$ cat config.mk
export PLATFORM = sky130hd
export DESIGN_NAME = ofs_offset_ctrl
export DESIGN_NICKNAME = d
export VERILOG_FILES = /design/src/rtl/ofs_pkg.sv /design/src/rtl/ofs_weight.sv /design/src/rtl/ofs_step_calc.sv /design/src/rtl/ofs_dac_reg.sv /design/src/rtl/ofs_offset_ctrl.sv
export SDC_FILE = /design/constraint.sdc
export NUM_CORES = 1
export LEC_CHECK = 0
export BUFFER_PORTS_ARGS = -buffer_cell sky130_fd_sc_hd__buf_2
export CORE_MARGIN = 1
export CORE_UTILIZATION = 60
export DETAILED_ROUTE_END_ITERATION = 12
export GPL_ROUTABILITY_DRIVEN = 0
export PLACE_DENSITY = 0.86
export SLEW_MARGIN = 20
export SYNTH_ARGS = -nofsm -noshare
export SYNTH_HDL_FRONTEND = slang
export SYNTH_SLANG_ARGS = --single-unit
$ cat constraint.sdc
create_clock -name clk -period 9.4 [get_ports clk]
set_clock_uncertainty 0.2 [all_clocks]
set_input_delay 0.94 -clock clk [delete_from_list [all_inputs] [get_ports clk]]
set_output_delay 0.94 -clock clk [all_outputs]
set_load 0.05 [all_outputs]
$ cat src/rtl/ofs_pkg.sv
package ofs_pkg;

    localparam int MAG_W  = 8;
    localparam int CODE_W = MAG_W + 1;
    localparam int CALC_W = 14;

    localparam logic signed [CALC_W-1:0] MAG_LIM = CALC_W'((1 << MAG_W) - 1);

    typedef struct packed {
        logic             neg;
        logic [MAG_W-1:0] mag;
    } smcode_t;

    typedef enum logic {
        PH_COARSE = 1'b0,
        PH_FINE   = 1'b1
    } phase_e;

    function automatic logic signed [CALC_W-1:0] to_int(input smcode_t c);
        logic signed [CALC_W-1:0] m;
        m = signed'({{(CALC_W-MAG_W){1'b0}}, c.mag});
        return c.neg ? -m : m;
    endfunction

    function automatic smcode_t from_int_sat(input logic signed [CALC_W-1:0] v);
        smcode_t r;
        logic signed [CALC_W-1:0] a;
        if (v > MAG_LIM) begin
            r.neg = 1'b0;
            r.mag = '1;
        end else if (v < -MAG_LIM) begin
            r.neg = 1'b1;
            r.mag = '1;
        end else begin
            a     = (v < 0) ? -v : v;
            r.neg = (v < 0);
            r.mag = a[MAG_W-1:0];
        end
        return r;
    endfunction

    function automatic smcode_t norm(input smcode_t c);
        smcode_t r;
        r.mag = c.mag;
        r.neg = c.neg && (c.mag != '0);
        return r;
    endfunction

endpackage

$ cat src/rtl/ofs_weight.sv
module ofs_weight #(
    parameter int GAIN_W            = 10,
    parameter int WGT_W             = 10,
    parameter int TH_X4             = 64,
    parameter int TH_X3             = 96,
    parameter int TH_X2             = 128,
    parameter int CODES_PER_DOUBLING = 134
) (
    input  logic [GAIN_W-1:0] gain,
    output logic [WGT_W-1:0]  weight
);
    logic [2:0]        n_mult;
    logic [GAIN_W-1:0] shamt;

    always_comb begin
        if (gain < GAIN_W'(TH_X4))      n_mult = 3'd4;
        else if (gain < GAIN_W'(TH_X3)) n_mult = 3'd3;
        else if (gain < GAIN_W'(TH_X2)) n_mult = 3'd2;
        else                            n_mult = 3'd1;
        shamt  = gain / GAIN_W'(CODES_PER_DOUBLING);
        weight = WGT_W'(n_mult) << shamt;
    end
endmodule

$ cat src/rtl/ofs_step_calc.sv
module ofs_step_calc
    import ofs_pkg::*;
#(
    parameter int ERR_W = 11,
    parameter int WGT_W = 10
) (
    input  smcode_t          fine_cur,
    input  smcode_t          coarse_cur,
    input  logic [ERR_W-1:0] err,
    input  logic [WGT_W-1:0] weight,
    output logic             fits,
    output smcode_t          fine_fit,
    output smcode_t          fine_adj,
    output smcode_t          coarse_next
);
    logic signed [CALC_W-1:0] e, f, c, t, cn, adj, w;
    logic                     moved;

    always_comb begin
        e  = signed'({{(CALC_W-ERR_W){err[ERR_W-1]}}, err});
        w  = signed'({{(CALC_W-WGT_W){1'b0}}, weight});
        f  = to_int(fine_cur);
        c  = to_int(coarse_cur);
        t  = f - e;
        fits = (t <= MAG_LIM) && (t >= -MAG_LIM);

        if (e > 0)      cn = c - 1;
        else if (e < 0) cn = c + 1;
        else            cn = c;
        moved = (cn != c) && (cn <= MAG_LIM) && (cn >= -MAG_LIM);
        if (!moved) cn = c;

        if (!moved)     adj = t;
        else if (e > 0) adj = t + w;
        else            adj = t - w;

        fine_fit    = from_int_sat(t);
        fine_adj    = from_int_sat(adj);
        coarse_next = from_int_sat(cn);
    end
endmodule

$ cat src/rtl/ofs_dac_reg.sv
module ofs_dac_reg
    import ofs_pkg::*;
(
    input  logic    clk,
    input  logic    rst,
    input  logic    bypass,
    input  smcode_t reg_val,
    input  logic    upd_en,
    input  smcode_t next_val,
    output smcode_t cur
);
    always_ff @(posedge clk) begin
        if (rst)         cur <= '0;
        else if (bypass) cur <= norm(reg_val);
        else if (upd_en) cur <= norm(next_val);
    end
endmodule

$ cat src/rtl/ofs_offset_ctrl.sv
module ofs_offset_ctrl
    import ofs_pkg::*;
#(
    parameter int ERR_W  = 11,
    parameter int GAIN_W = 10,
    parameter int WGT_W  = 10
) (
    input  logic              clk,
    input  logic              rst,
    input  logic              line_done,
    input  logic              cal_win,
    input  logic [ERR_W-1:0]  err,
    input  logic [GAIN_W-1:0] gain,
    input  logic              coarse_byp,
    input  logic              fine_byp,
    input  logic              fine_first,
    input  logic [8:0]        reg_coarse,
    input  logic [8:0]        reg_fine,
    input  logic              dbg_sel,
    output logic [8:0]        coarse_code,
    output logic [8:0]        fine_code,
    output logic              fine_active,
    output logic [9:0]        dbg_out
);
    logic       coarse_auto, fine_auto, upd;
    logic       fits;
    phase_e     phase, start_phase;
    smcode_t    fine_cur, coarse_cur, fine_fit, fine_adj, coarse_next, fine_next;
    logic [WGT_W-1:0] weight;
    logic       fine_upd, coarse_upd;

    assign coarse_auto = !coarse_byp && !fine_byp;
    assign fine_auto   = !fine_byp;
    assign upd         = line_done && cal_win;
    assign start_phase = fine_first ? PH_FINE : PH_COARSE;

    ofs_weight #(.GAIN_W(GAIN_W), .WGT_W(WGT_W)) u_weight (
        .gain   (gain),
        .weight (weight)
    );

    ofs_step_calc #(.ERR_W(ERR_W), .WGT_W(WGT_W)) u_calc (
        .fine_cur    (fine_cur),
        .coarse_cur  (coarse_cur),
        .err         (err),
        .weight      (weight),
        .fits        (fits),
        .fine_fit    (fine_fit),
        .fine_adj    (fine_adj),
        .coarse_next (coarse_next)
    );

    always_ff @(posedge clk) begin
        if (rst || !coarse_auto) begin
            phase <= start_phase;
        end else if (upd) begin
            if (phase == PH_COARSE && fits)      phase <= PH_FINE;
            else if (phase == PH_FINE && !fits)  phase <= PH_COARSE;
        end
    end

    always_comb begin
        fine_next  = (coarse_auto && phase == PH_COARSE && !fits) ? fine_adj : fine_fit;
        fine_upd   = upd && fine_auto;
        coarse_upd = upd && coarse_auto && (phase == PH_COARSE) && !fits;
    end

    ofs_dac_reg u_fine_reg (
        .clk      (clk),
        .rst      (rst),
        .bypass   (fine_byp),
        .reg_val  (smcode_t'(reg_fine)),
        .upd_en   (fine_upd),
        .next_val (fine_next),
        .cur      (fine_cur)
    );

    ofs_dac_reg u_coarse_reg (
        .clk      (clk),
        .rst      (rst),
        .bypass   (!coarse_auto),
        .reg_val  (smcode_t'(reg_coarse)),
        .upd_en   (coarse_upd),
        .next_val (coarse_next),
        .cur      (coarse_cur)
    );

    assign coarse_code = coarse_cur;
    assign fine_code   = fine_cur;
    assign fine_active = coarse_auto ? (phase == PH_FINE) : fine_auto;
    assign dbg_out     = {fine_active, dbg_sel ? fine_cur : coarse_cur};
endmodule

# Yosys cells after proc, flatten, opt, wreduce, memory -nomap -nowiden

Cells that the tools add are included.
Widths: inputs -> output; s select.

Output and inout port bits: 29
Input bits: 47
Flip-flop bits (word level): 19
Logic and storage cells: 99

Add/subtract/negate cells: 10
Eq/ne operators: 2
Multiplexer cells: 31
Shifts and indexed selects: 1
$lt $le $gt $ge: 18
Reduce and logical (&&, ||, !) cells: 30
Divide/modulo/power cells: 1
Bitwise logic cells: 1

Operator list:

| kind                  | count |
|---|---|
| $mux 9                | 12 |
| $mux 14               | 7 |
| $gt 14x9->1 const B   | 3 |
| $lt 14x1->1 const B   | 3 |
| $lt 14x9->1 const B   | 3 |
| $reduce_bool 8->1     | 4 |
| $ge 14x9->1 const B   | 2 |
| $le 14x9->1 const B   | 2 |
| $neg 8->14            | 2 |
| $sub 14x11->14        | 2 |
| $mux 8                | 3 |
| $neg 8->8             | 3 |
| $lt 10x7->1 const B   | 2 |
| $logic_and 1x1->1     | 17 |
| $add 14x11->14        | 1 |
| $add 14x2->14 const B | 1 |
| $ne 14x14->1          | 1 |
| $sub 14x2->14 const B | 1 |
| $gt 11x1->1 const B   | 1 |
| $lt 11x1->1 const B   | 1 |
| $div 10x8->10 const B | 1 |
| $lt 10x8->1 const B   | 1 |
| $shl 3x10->10         | 1 |
| $mux 1                | 6 |
| other kinds (9)       | 14 |

# Longest topological paths before layout

Gate-level depths: netlist (run 1).

Depth after elaboration: 18
Gate-level depth with buffers: 35
Mapped depth without buffers: 34

# Hierarchy

Synthesis (run 1) repeated with hierarchy kept, for this count alone.

Cells, all modules: 776
Area, all modules: 5781.8 um^2

Modules (own cells, without submodules):

| module          | cells an instance | area each (um^2) | sequential area each (um^2) | times used |
|---|---|---|---|---|
| ofs_step_calc   | 560               | 3891.2           | 0.0                         | 1 |
| ofs_dac_reg     | 48                | 481.7            | 180.2                       | 2 |
| ofs_weight      | 87                | 596.8            | 0.0                         | 1 |
| ofs_offset_ctrl | 33                | 330.3            | 30.0                        | 1 |

# Worst setup path before layout (run 1)

OpenSTA, ideal clock, no wires.

Path type: input to register
Start point: input port gain[8]
End point: register u_fine_reg.cur[6] (netlist name)
Stages on the path: 32
Setup slack: 1244 ps
Data arrival time: 7822 ps
Data required time: 9065 ps
Setup time: 135 ps
Buffers on the path: 1
Cells stage by stage: clkbuf_1 > o41ai_1 > mux2i_1 > nand4_1 > o211ai_1 > a2111oi_0 > o21ai_0 > nor3_1 > a211oi_1 > a211o_1 > nor2_1 > inv_1 > ha_1 > nor2_1 > xnor2_1 > ha_1 > o21ai_0 > a21oi_1 > o211ai_1 > a31o_2 > a211oi_1 > nand3_1 > o221ai_1 > nor2_1 > inv_2 > ha_1 > or4_1 > a311oi_2 > nor4b_2 > nor4_1 > a211oi_1 > nor3_1

Word-level cells in the longest chain between the ends: 15
Elaborated cells between the ends (all ways): 22
Those cells by class: 3 x add/sub; 1 x div; 6 x order compare; 1 x shift; 11 x mux

Ends and longest elaborated chain:

| item                                                                  | RTL line                                 | RTL |
|---|---|---|
| start: declaration                                                    | ofs_offset_ctrl.sv:13                    | `input logic [GAIN_W-1:0] gain,` |
| parallel branches: the longest is 4 deep, another holds $div 10x8->10 | -                                        |  |
| $shl 3x10->10 *                                                       | ofs_weight.sv:21                         | `weight = WGT_W'(n_mult) << shamt;` |
| $sub 14x11->14 or $add 14x11->14 (tied branches)                      | ofs_step_calc.sv:35, ofs_step_calc.sv:34 |  |
| $mux 14 *                                                             | ofs_step_calc.sv:34                      | `else if (e > 0) adj = t + w;` |
| $mux 14 *                                                             | ofs_step_calc.sv:33                      | `if (!moved) adj = t;` |
| $lt 14x1->1 or $neg 8->8 (tied branches)                              | ofs_pkg.sv:35                            | `a = (v < 0) ? -v : v;` |
| $mux 8                                                                | ofs_pkg.sv:35                            |  |
| $mux 9                                                                | ofs_pkg.sv:31                            | `end else if (v < -MAG_LIM) begin` |
| $mux 9 *                                                              | ofs_pkg.sv:28                            | `if (v > MAG_LIM) begin` |
| $mux 9 *                                                              | ofs_offset_ctrl.sv:63                    | `fine_next = (coarse_auto && phase == PH_COARSE && !fits) ? fine_adj : fine_fit;` |
| $mux 9 *                                                              | ofs_dac_reg.sv:15                        | `else if (upd_en) cur <= norm(next_val);` |
| $mux 9 *                                                              | ofs_dac_reg.sv:14                        | `else if (bypass) cur <= norm(reg_val);` |
| end signal: assignment                                                | ofs_dac_reg.sv:14                        |  |
| end signal: assignment                                                | ofs_dac_reg.sv:15                        |  |
| end: declaration                                                      | ofs_dac_reg.sv:10                        | `output smcode_t cur` |

Every way passes the cells marked *. The select of a mux whose other input is x is not followed.
A chain may end at the register's enable or synchronous reset.

# Worst setup path after layout (run 1)

Ends and elaborated chain as after synthesis.

==> results of run 1 <==
-- placed cells by master, fill, tap and decap left out, types with 4 or more instances in the layout --
| cell | synthesis | routed |
|---|---|---|
| nor2_1 | 83 | 83 |
| nand2_1 | 75 | 75 |
| buf_2 | 4 | 74 |
| a21oi_1 | 58 | 58 |
| inv_1 | 47 | 47 |
| o21ai_0 | 44 | 44 |
| ha_1 | 40 | 40 |
| nor3_1 | 39 | 39 |
| xnor2_1 | 36 | 36 |
| nand3_1 | 27 | 27 |
| nor4_1 | 20 | 20 |
| xor2_1 | 19 | 19 |
| dfxtp_1 | 18 | 18 |
| or3_1 | 16 | 16 |
| a211oi_1 | 16 | 16 |
| nor2b_1 | 15 | 15 |
| nand2b_1 | 14 | 14 |
| nand4_1 | 13 | 13 |
| and2_1 | 11 | 11 |
| mux2i_1 | 11 | 11 |
| o31ai_1 | 10 | 10 |
| buf_4 | 1 | 10 |
| mux2_2 | 9 | 9 |
| o21a_1 | 9 | 9 |
| a21o_1 | 9 | 9 |
| or2_2 | 8 | 8 |
| a31oi_1 | 9 | 8 |
| o221ai_1 | 7 | 7 |
| nor3b_1 | 7 | 7 |
| a221oi_1 | 7 | 7 |
| o211ai_1 | 6 | 6 |
| a32oi_1 | 5 | 5 |
| a31o_2 | 4 | 4 |
| or4_1 | 4 | 4 |
| o2111ai_1 | 4 | 4 |
| o32ai_1 | 4 | 4 |
-- worst min-delay path by stage --
stage	start	end	slack (ns)	depth (start not counted)
6_report	u_fine_reg.cur[4]$_SDFFE_PP0P_	u_fine_reg.cur[4]$_SDFFE_PP0P_	0.47	2
5_1_grt	u_fine_reg.cur[4]$_SDFFE_PP0P_	u_fine_reg.cur[4]$_SDFFE_PP0P_	0.49	2
4_1_cts	u_fine_reg.cur[4]$_SDFFE_PP0P_	u_fine_reg.cur[4]$_SDFFE_PP0P_	0.46	2
3_5_place_dp	u_coarse_reg.cur[7]$_SDFFE_PP0P_	u_coarse_reg.cur[7]$_SDFFE_PP0P_	0.44	2
3_3_place_gp	u_coarse_reg.cur[7]$_SDFFE_PP0P_	u_coarse_reg.cur[7]$_SDFFE_PP0P_	0.44	2
2_1_floorplan	phase$_DFFE_PP_	phase$_DFFE_PP_	0.54	2
-- kinds of logic (layout without fill, tap and decap cells) --
group | count (synthesis) | after routing | share of synthesized area, %
AND/OR/NAND/NOR | 358 | 358 | 32.65
AO/OA/AOI/OAI | 249 | 249 | 32.85
buffers and inverters | 84 | 137 | 5.738
XOR/XNOR | 55 | 55 | 8.529
adder cells (fa/ha/maj) | 42 | 42 | 9.570
multiplexers | 20 | 20 | 3.744
flip-flops | 19 | 19 | 6.912
-- layout make-up --
cell class | instances | area [sq um]
flip-flops and latches | 19 | 390.4
clock buffers | 4 | 45.04
inverters | 49 | 183.9
multi-input cells | 724 | 4940
well taps | 111 | 138.9
repair buffers | 84 | 445.4
fillers | 814 | 3053
-- metrics by stage --
stage,util [%],instance area (sq um)
global placement,66.31,6098
finish,66.80,6143
CTS,66.80,6143
floorplan,-,5648
global route,66.80,6143
detailed placement,66.31,6098
-- per-layer routing --
metal | share of wire, % | vias up
met3 | 8.6 | 43
met5 | 0 | -
met1 | 46 | 2982
met2 | 43 | 367
met4 | 2.5 | 0
li1 | - | 3220
-- registers in the layout (all words and copies together) (netlist names) --
register          flops
u_coarse_reg.cur      9
phase                 1
u_fine_reg.cur        9
-- cells in the mapped netlist, types with 10 or more instances --
library cell / number
nand4_1: 13
ha_1: 40
nand2_1: 75
nand2b_1: 14
a21oi_1: 58
mux2i_1: 11
nor3_1: 39
nand3_1: 27
nor2_1: 83
nor2b_1: 15
inv_1: 47
o31ai_1: 10
xnor2_1: 36
dfxtp_1: 18
a211oi_1: 16
and2_1: 11
xor2_1: 19
clkbuf_1: 26
nor4_1: 20
o21ai_0: 44
or3_1: 16
-- where the power goes --
group          switching [W]  internal [W]
logic               0.000587      0.000360
clock network      0.0000275     0.0000302
registers          0.0000175     0.0000882
-- worst register-to-register path, delay by kind of cell, from the launching register on --
family	cells	cell delay, ns
DFF	1	0.66
muxes	1	0.33
buffers and inverters	2	0.52
and+or+nand+nor	10	2.34
adders and majority gates	3	0.95
AOI/OAI and AO/OA	7	1.80
xor gates and xnor gates	1	0.72
==> run_results.csv, run 1 <==
group,metric,value,unit
placement,dp_slack,0.5245,ns
die,die_h,99.02,microns
clock_tree,clockBufferDepth,2,
global_routing,antenna_found_initial,0,
critical_path,crit_arrival,8.53,ns
clock_tree,cts_hold_buf,0,
cells_and_area,layout-drive-gt1-share,15.11,%
cells_and_area,antenna_cells,0,
critical_path,crit_end,"u_fine_reg.cur[6]$_SDFFE_PP0P_",
power,power.total,0.001111,W
job,drv_cap,0,
placement,io_buffers,74,
timing,period_share,91.48,%
critical_path,worstPathMaxFanout,11,
timing,hold_viol_final,0,
die,ios,76,
timing,grt_setup_unrepaired,"false",
drt,drc,0,
global_routing,grt.met2_usage,53.04,%
critical_path,r2r-end,"u_fine_reg.cur[6]$_SDFFE_PP0P_",
placement,place_inst,987,
drt,via_per_inst,6.672,
status,status,"complete, no violations",
critical_path,r2r_slack,1.75,ns
timing,fin_ws,0.8012,ns
critical_path,critical_path_class,"primary input to register",
synthesis,synth_flop_cell,"dfxtp_1",
synthesis,seq_area_frac_synth,6.912,%
drt,first_pass_iters,6,
clock_tree,cts_buffers,3,
synthesis,netlist_instances,827,
critical_path,startpoint,"gain[8]",
synthesis,synth-seq-cells,19,
drt,wirelength,16740,microns
die,fp.dieArea,9805,sq um
clock_tree,clk-insertion-delay-late,0.26,ns
clock_tree,cts_root_buf,"clkbuf_8",
timing,fin_setup_tns,0,ns
cells_and_area,nNetsFinal,970,
power,power_density,180.8,nW/um^2
critical_path,regToRegStartpoint,"u_coarse_reg.cur[0]$_SDFFE_PP0P_",
drt,drtIter0Drc,778,
global_routing,gr-max-usage-layer,"met2",
drt,drt.antenna.violating_nets,0,
placement,dpl.hpwl,13190,microns
clock_tree,cts_setup_buffers,0,
clock_tree,cts.clk_slew.worst_paths,0.07,ns
global_routing,grt_max_degree,24,
critical_path,cp-end-kind,"register",
critical_path,crit_buf_inv,4,
timing,setup_violations,0,
synthesis,async_flop_share,0,%
synthesis,syn_nets,916,
die,start_util,61.41,%
drt,num_vias,6612,
timing,hold_ws,0.4679,ns
min_path,min_path_type,"register to register",
cells_and_area,area_growth,8.773,%
cells_and_area,stdcell_count,991,
global_routing,grt_overflow_total,0,
timing,worst_pin_slew,0.8686,ns
synthesis,synth_top_area_share,8.861,%
synthesis,avgSynthCellArea,6.829,sq um
timing,period_minus_slack,8.599,ns
clock_tree,post_cts_resized,0,
critical_path,worstSetupStartpointType,"primary input",
critical_path,cp_top_family,"compound AO/OA/AOI/OAI gates",
critical_path,critPathSlowestCell,"o41ai_1",
global_routing,grt.total_usage,33.15,%
critical_path,cp_num_cells,33,
synthesis,ys_types,95,
die,core_area,9196,sq um
global_routing,grt_pass1_wl,26940,microns
die,rows,35,
timing,clock.fmax,116.3,MHz
critical_path,max_stage_delay,0.70,ns
global_routing,met3_usage,2.837,%
power,leakage,2.533,nW
clock_tree,cts_max_level,1,
drt,wl_per_cell,16.89,microns
power,vdd_drop_max,0.06802,mV
synthesis,netlist_top_cells_area,"ha_1 8.9%, dfxtp_1 6.4%, xnor2_1 5.6%, nor2_1 5.5%, a21oi_1 5.1%",
synthesis,synth_top_area_cell,"ha_1",
critical_path,critPathRequiredTime,9.33,ns
die,die_w,99.02,microns
synthesis,netlist_area,5648,sq um
timing,max-slew-margin-rel,41.90,%
clock_tree,cts_tree,"yes",
synthesis,synth_edf_count,1,
synthesis,yosys_warnings,0,
timing,finalMaxSlewViolations,0,
global_routing,gr-usage-met1,46.91,%
clock_tree,cts.sinks,19,
global_routing,grt_pass1_vias,5648,
critical_path,ff2ff_path_depth,24,
(Power assumes the default switching activity.)
==> run 2, diff against run 1 <==
--- a/config.mk
+++ b/config.mk
@@ -5,9 +5,11 @@
 export SDC_FILE = /design/constraint.sdc
 export NUM_CORES = 1
 export LEC_CHECK = 0
+export ABC_AREA = 1
 export BUFFER_PORTS_ARGS = -buffer_cell sky130_fd_sc_hd__buf_2
 export CORE_MARGIN = 1
 export CORE_UTILIZATION = 60
+export CTS_CLUSTER_SIZE = 40
 export DETAILED_ROUTE_END_ITERATION = 12
 export GPL_ROUTABILITY_DRIVEN = 0
 export PLACE_DENSITY = 0.86
==> run 2 against run 1 <==
  * Setup slack improved by 1.2 ns
  * Via count fell by 9.0%
  * Synthesized cell count rose by 12%
  * Combinational power shrank 9.1%
  * First-iteration DRC count fell by 51%
  * Critical path type unchanged
==> run_results.csv, run 2 <==
group,metric,value,unit
power,vdd_drop_max,0.1157,mV
drt,wl_per_cell,12.40,microns
global_routing,grt.total_usage,30.74,%
synthesis,netlist_top_cells_area,"nand2_1 22%, ha_1 9.9%, inv_1 8.2%, dfxtp_1 7.1%, nand3_1 6.9%",
global_routing,gr-max-usage-layer,"met2",
critical_path,max_stage_delay,0.36,ns
synthesis,async_flop_share,0,%
clock_tree,cts.clk_slew.worst_paths,0.07,ns
critical_path,startpoint,"gain[6]",
critical_path,crit_arrival,7.31,ns
cells_and_area,reg.largest.list,"u_coarse_reg.cur: 9 flops, u_fine_reg.cur: 9 flops, phase: 1 flops",
drt,drtIter0Drc,379,
synthesis,yosysMostFrequentCell,"nand2_1",
critical_path,worstSetupStartpointType,"primary input",
synthesis,netlist_instances,926,
timing,hold_viol_final,0,
drt,num_vias,6017,
critical_path,crit_buf_inv,8,
clock_tree,cts_setup_buffers,0,
clock_tree,cts_max_level,1,
timing,period_share,78.40,%
die,start_util,62.00,%
synthesis,avgSynthCellArea,5.474,sq um
clock_tree,post_cts_resized,0,
timing,setup_violations,0,
drt,first_pass_iters,8,
global_routing,grt_pass1_vias,5078,
clock_tree,cts_buffers,3,
global_routing,antenna_found_initial,0,
clock_tree,cts_tree,"yes",
critical_path,cp_top_family,"simple AND/OR/NAND/NOR gates",
power,power_density,185.6,nW/um^2
synthesis,synth-seq-cells,19,
synthesis,synth_flop_cell,"dfxtp_1",
timing,worst_pin_slew,1.067,ns
clock_tree,cts.sinks,19,
cells_and_area,utilization,67.42,%
critical_path,critPathRequiredTime,9.34,ns
placement,place_area,5466,sq um
placement,place_inst,1089,
drt,via_per_inst,5.505,
cells_and_area,stdcell_area,5512,sq um
critical_path,r2r_slack,3.34,ns
drt,drt.antenna.violating_nets,0,
timing,period_minus_slack,7.369,ns
critical_path,critical_path_class,"primary input to register",
synthesis,yosys_warnings,0,
synthesis,synth_commonest_cells,"300 x nand2_1, 111 x inv_1, 90 x nor2_1",
timing,grt_setup_unrepaired,"false",
synthesis,netlist_area,5069,sq um
cells_and_area,nNetsFinal,1078,
min_path,min_path_type,"register to register",
cells_and_area,layout-drive-gt1-share,13.77,%
cells_and_area,antenna_cells,0,
timing,clock.fmax,135.7,MHz
synthesis,seq_area_frac_synth,7.702,%
die,die_w,93.91,microns
cells_and_area,stdcell_count,1093,
die,core_area,8175,sq um
clock_tree,clockBufferDepth,2,
min_path,min_from,"u_fine_reg.cur[0]$_SDFFE_PP0P_",
cells_and_area,final_common_cell,"nand2_1",
power,leakage,3.023,nW
synthesis,ys_types,48,
clock_tree,clk-insertion-delay-late,0.26,ns
clock_tree,cts_root_buf,"clkbuf_8",
critical_path,critPathSlowestCell,"ha_1",
drt,drc,0,
global_routing,grt_pass1_wl,22210,microns
synthesis,synth_edf_count,1,
die,die_h,93.91,microns
timing,finalMaxSlewViolations,0,
synthesis,synth_top_area_cell,"nand2_1",
critical_path,worstPathMaxFanout,8,
critical_path,cp-end-kind,"register",
critical_path,regToRegStartpoint,"u_fine_reg.cur[0]$_SDFFE_PP0P_",
cells_and_area,area_growth,8.739,%
die,ios,76,
drt,wirelength,13560,microns
clock_tree,cts_hold_buf,0,
global_routing,grt_overflow_total,0,
placement,io_buffers,74,
job,drv_cap,0,
die,rows,33,
placement,dpl.hpwl,11240,microns
timing,fin_setup_tns,0,ns
timing,max-slew-margin-rel,28.60,%
global_routing,grt.met2_usage,50.43,%
critical_path,cp_common_cell,"nand2_1",
global_routing,met3_usage,1.699,%
cells_and_area,layout_common_cells,"300 x nand2_1, 111 x inv_1, 90 x nor2_1",
global_routing,gr-usage-met1,43.50,%
synthesis,syn_nets,1015,
status,status,"complete, no violations",
timing,hold_ws,0.3629,ns
die,fp.dieArea,8819,sq um
global_routing,grt_max_degree,35,
synthesis,synth_top_area_share,22.22,%
[run 2: worst reg2reg max path: cells and delay by family (launching register included)]
kind                     cells  cell delay [ns]
flip-flops                   1             0.41
buffers and inverters        3             0.25
adder cells (fa/ha/maj)      4             1.45
XOR/XNOR                     1             0.59
AND/OR/NAND/NOR             13             1.08
AO/OA/AOI/OAI               11             1.94
[run 2: logic make-up after synthesis]
logic type,share of synthesized area (%)
simple gates,45.52
compound gates,18.44
buf+inv,11.63
fa+ha+maj,10.66
xor+xnor,6.048
flops,7.702
[run 2: path summary, 6_finish.rpt]
check | depth (start not counted) | endpoint
setup reg to reg | 32 | u_fine_reg.cur[8]$_SDFFE_PP0P_
hold / removal | 2 | u_fine_reg.cur[0]$_SDFFE_PP0P_
setup / recovery | 56 | u_fine_reg.cur[8]$_SDFFE_PP0P_
hold reg to reg | 2 | u_fine_reg.cur[0]$_SDFFE_PP0P_
[run 2: layer usage]
metal / vias to the layer above / part of all wire [%]
met4: 0 / 1.2
met5: - / 0
li1: 3142 / -
met2: 219 / 44
met1: 2640 / 48
met3: 16 / 6.3
[run 2: cell type report]
cell class / count / area [sq um]
inverters: 128 / 485.5
clock buffers: 4 / 45.04
fillers: 800 / 2664
well taps: 105 / 131.4
multi-input cells: 763 / 4089
repair buffers: 74 / 370.4
flip-flops and latches: 19 / 390.4
[run 2: power breakdown]
group          leakage [nW]  internal, W  switching, W   total, W
registers             0.160    0.0000894     0.0000154   0.000105
clock network        0.0228    0.0000302     0.0000274  0.0000576
logic                  2.84     0.000287      0.000574   0.000861
total                  3.02     0.000406      0.000617    0.00102
[run 2: metrics by stage]
| stage | total power [W] | setup slack (ns) |
|---|---|---|
| global placement | 0.0009322 | 1.976 |
| finish | 0.001023 | 2.031 |
| global route | 0.001139 | 1.144 |
| CTS | 0.001007 | 2.080 |
| floorplan | 0.0008016 | 2.882 |
| detailed placement | 0.0009495 | 1.827 |
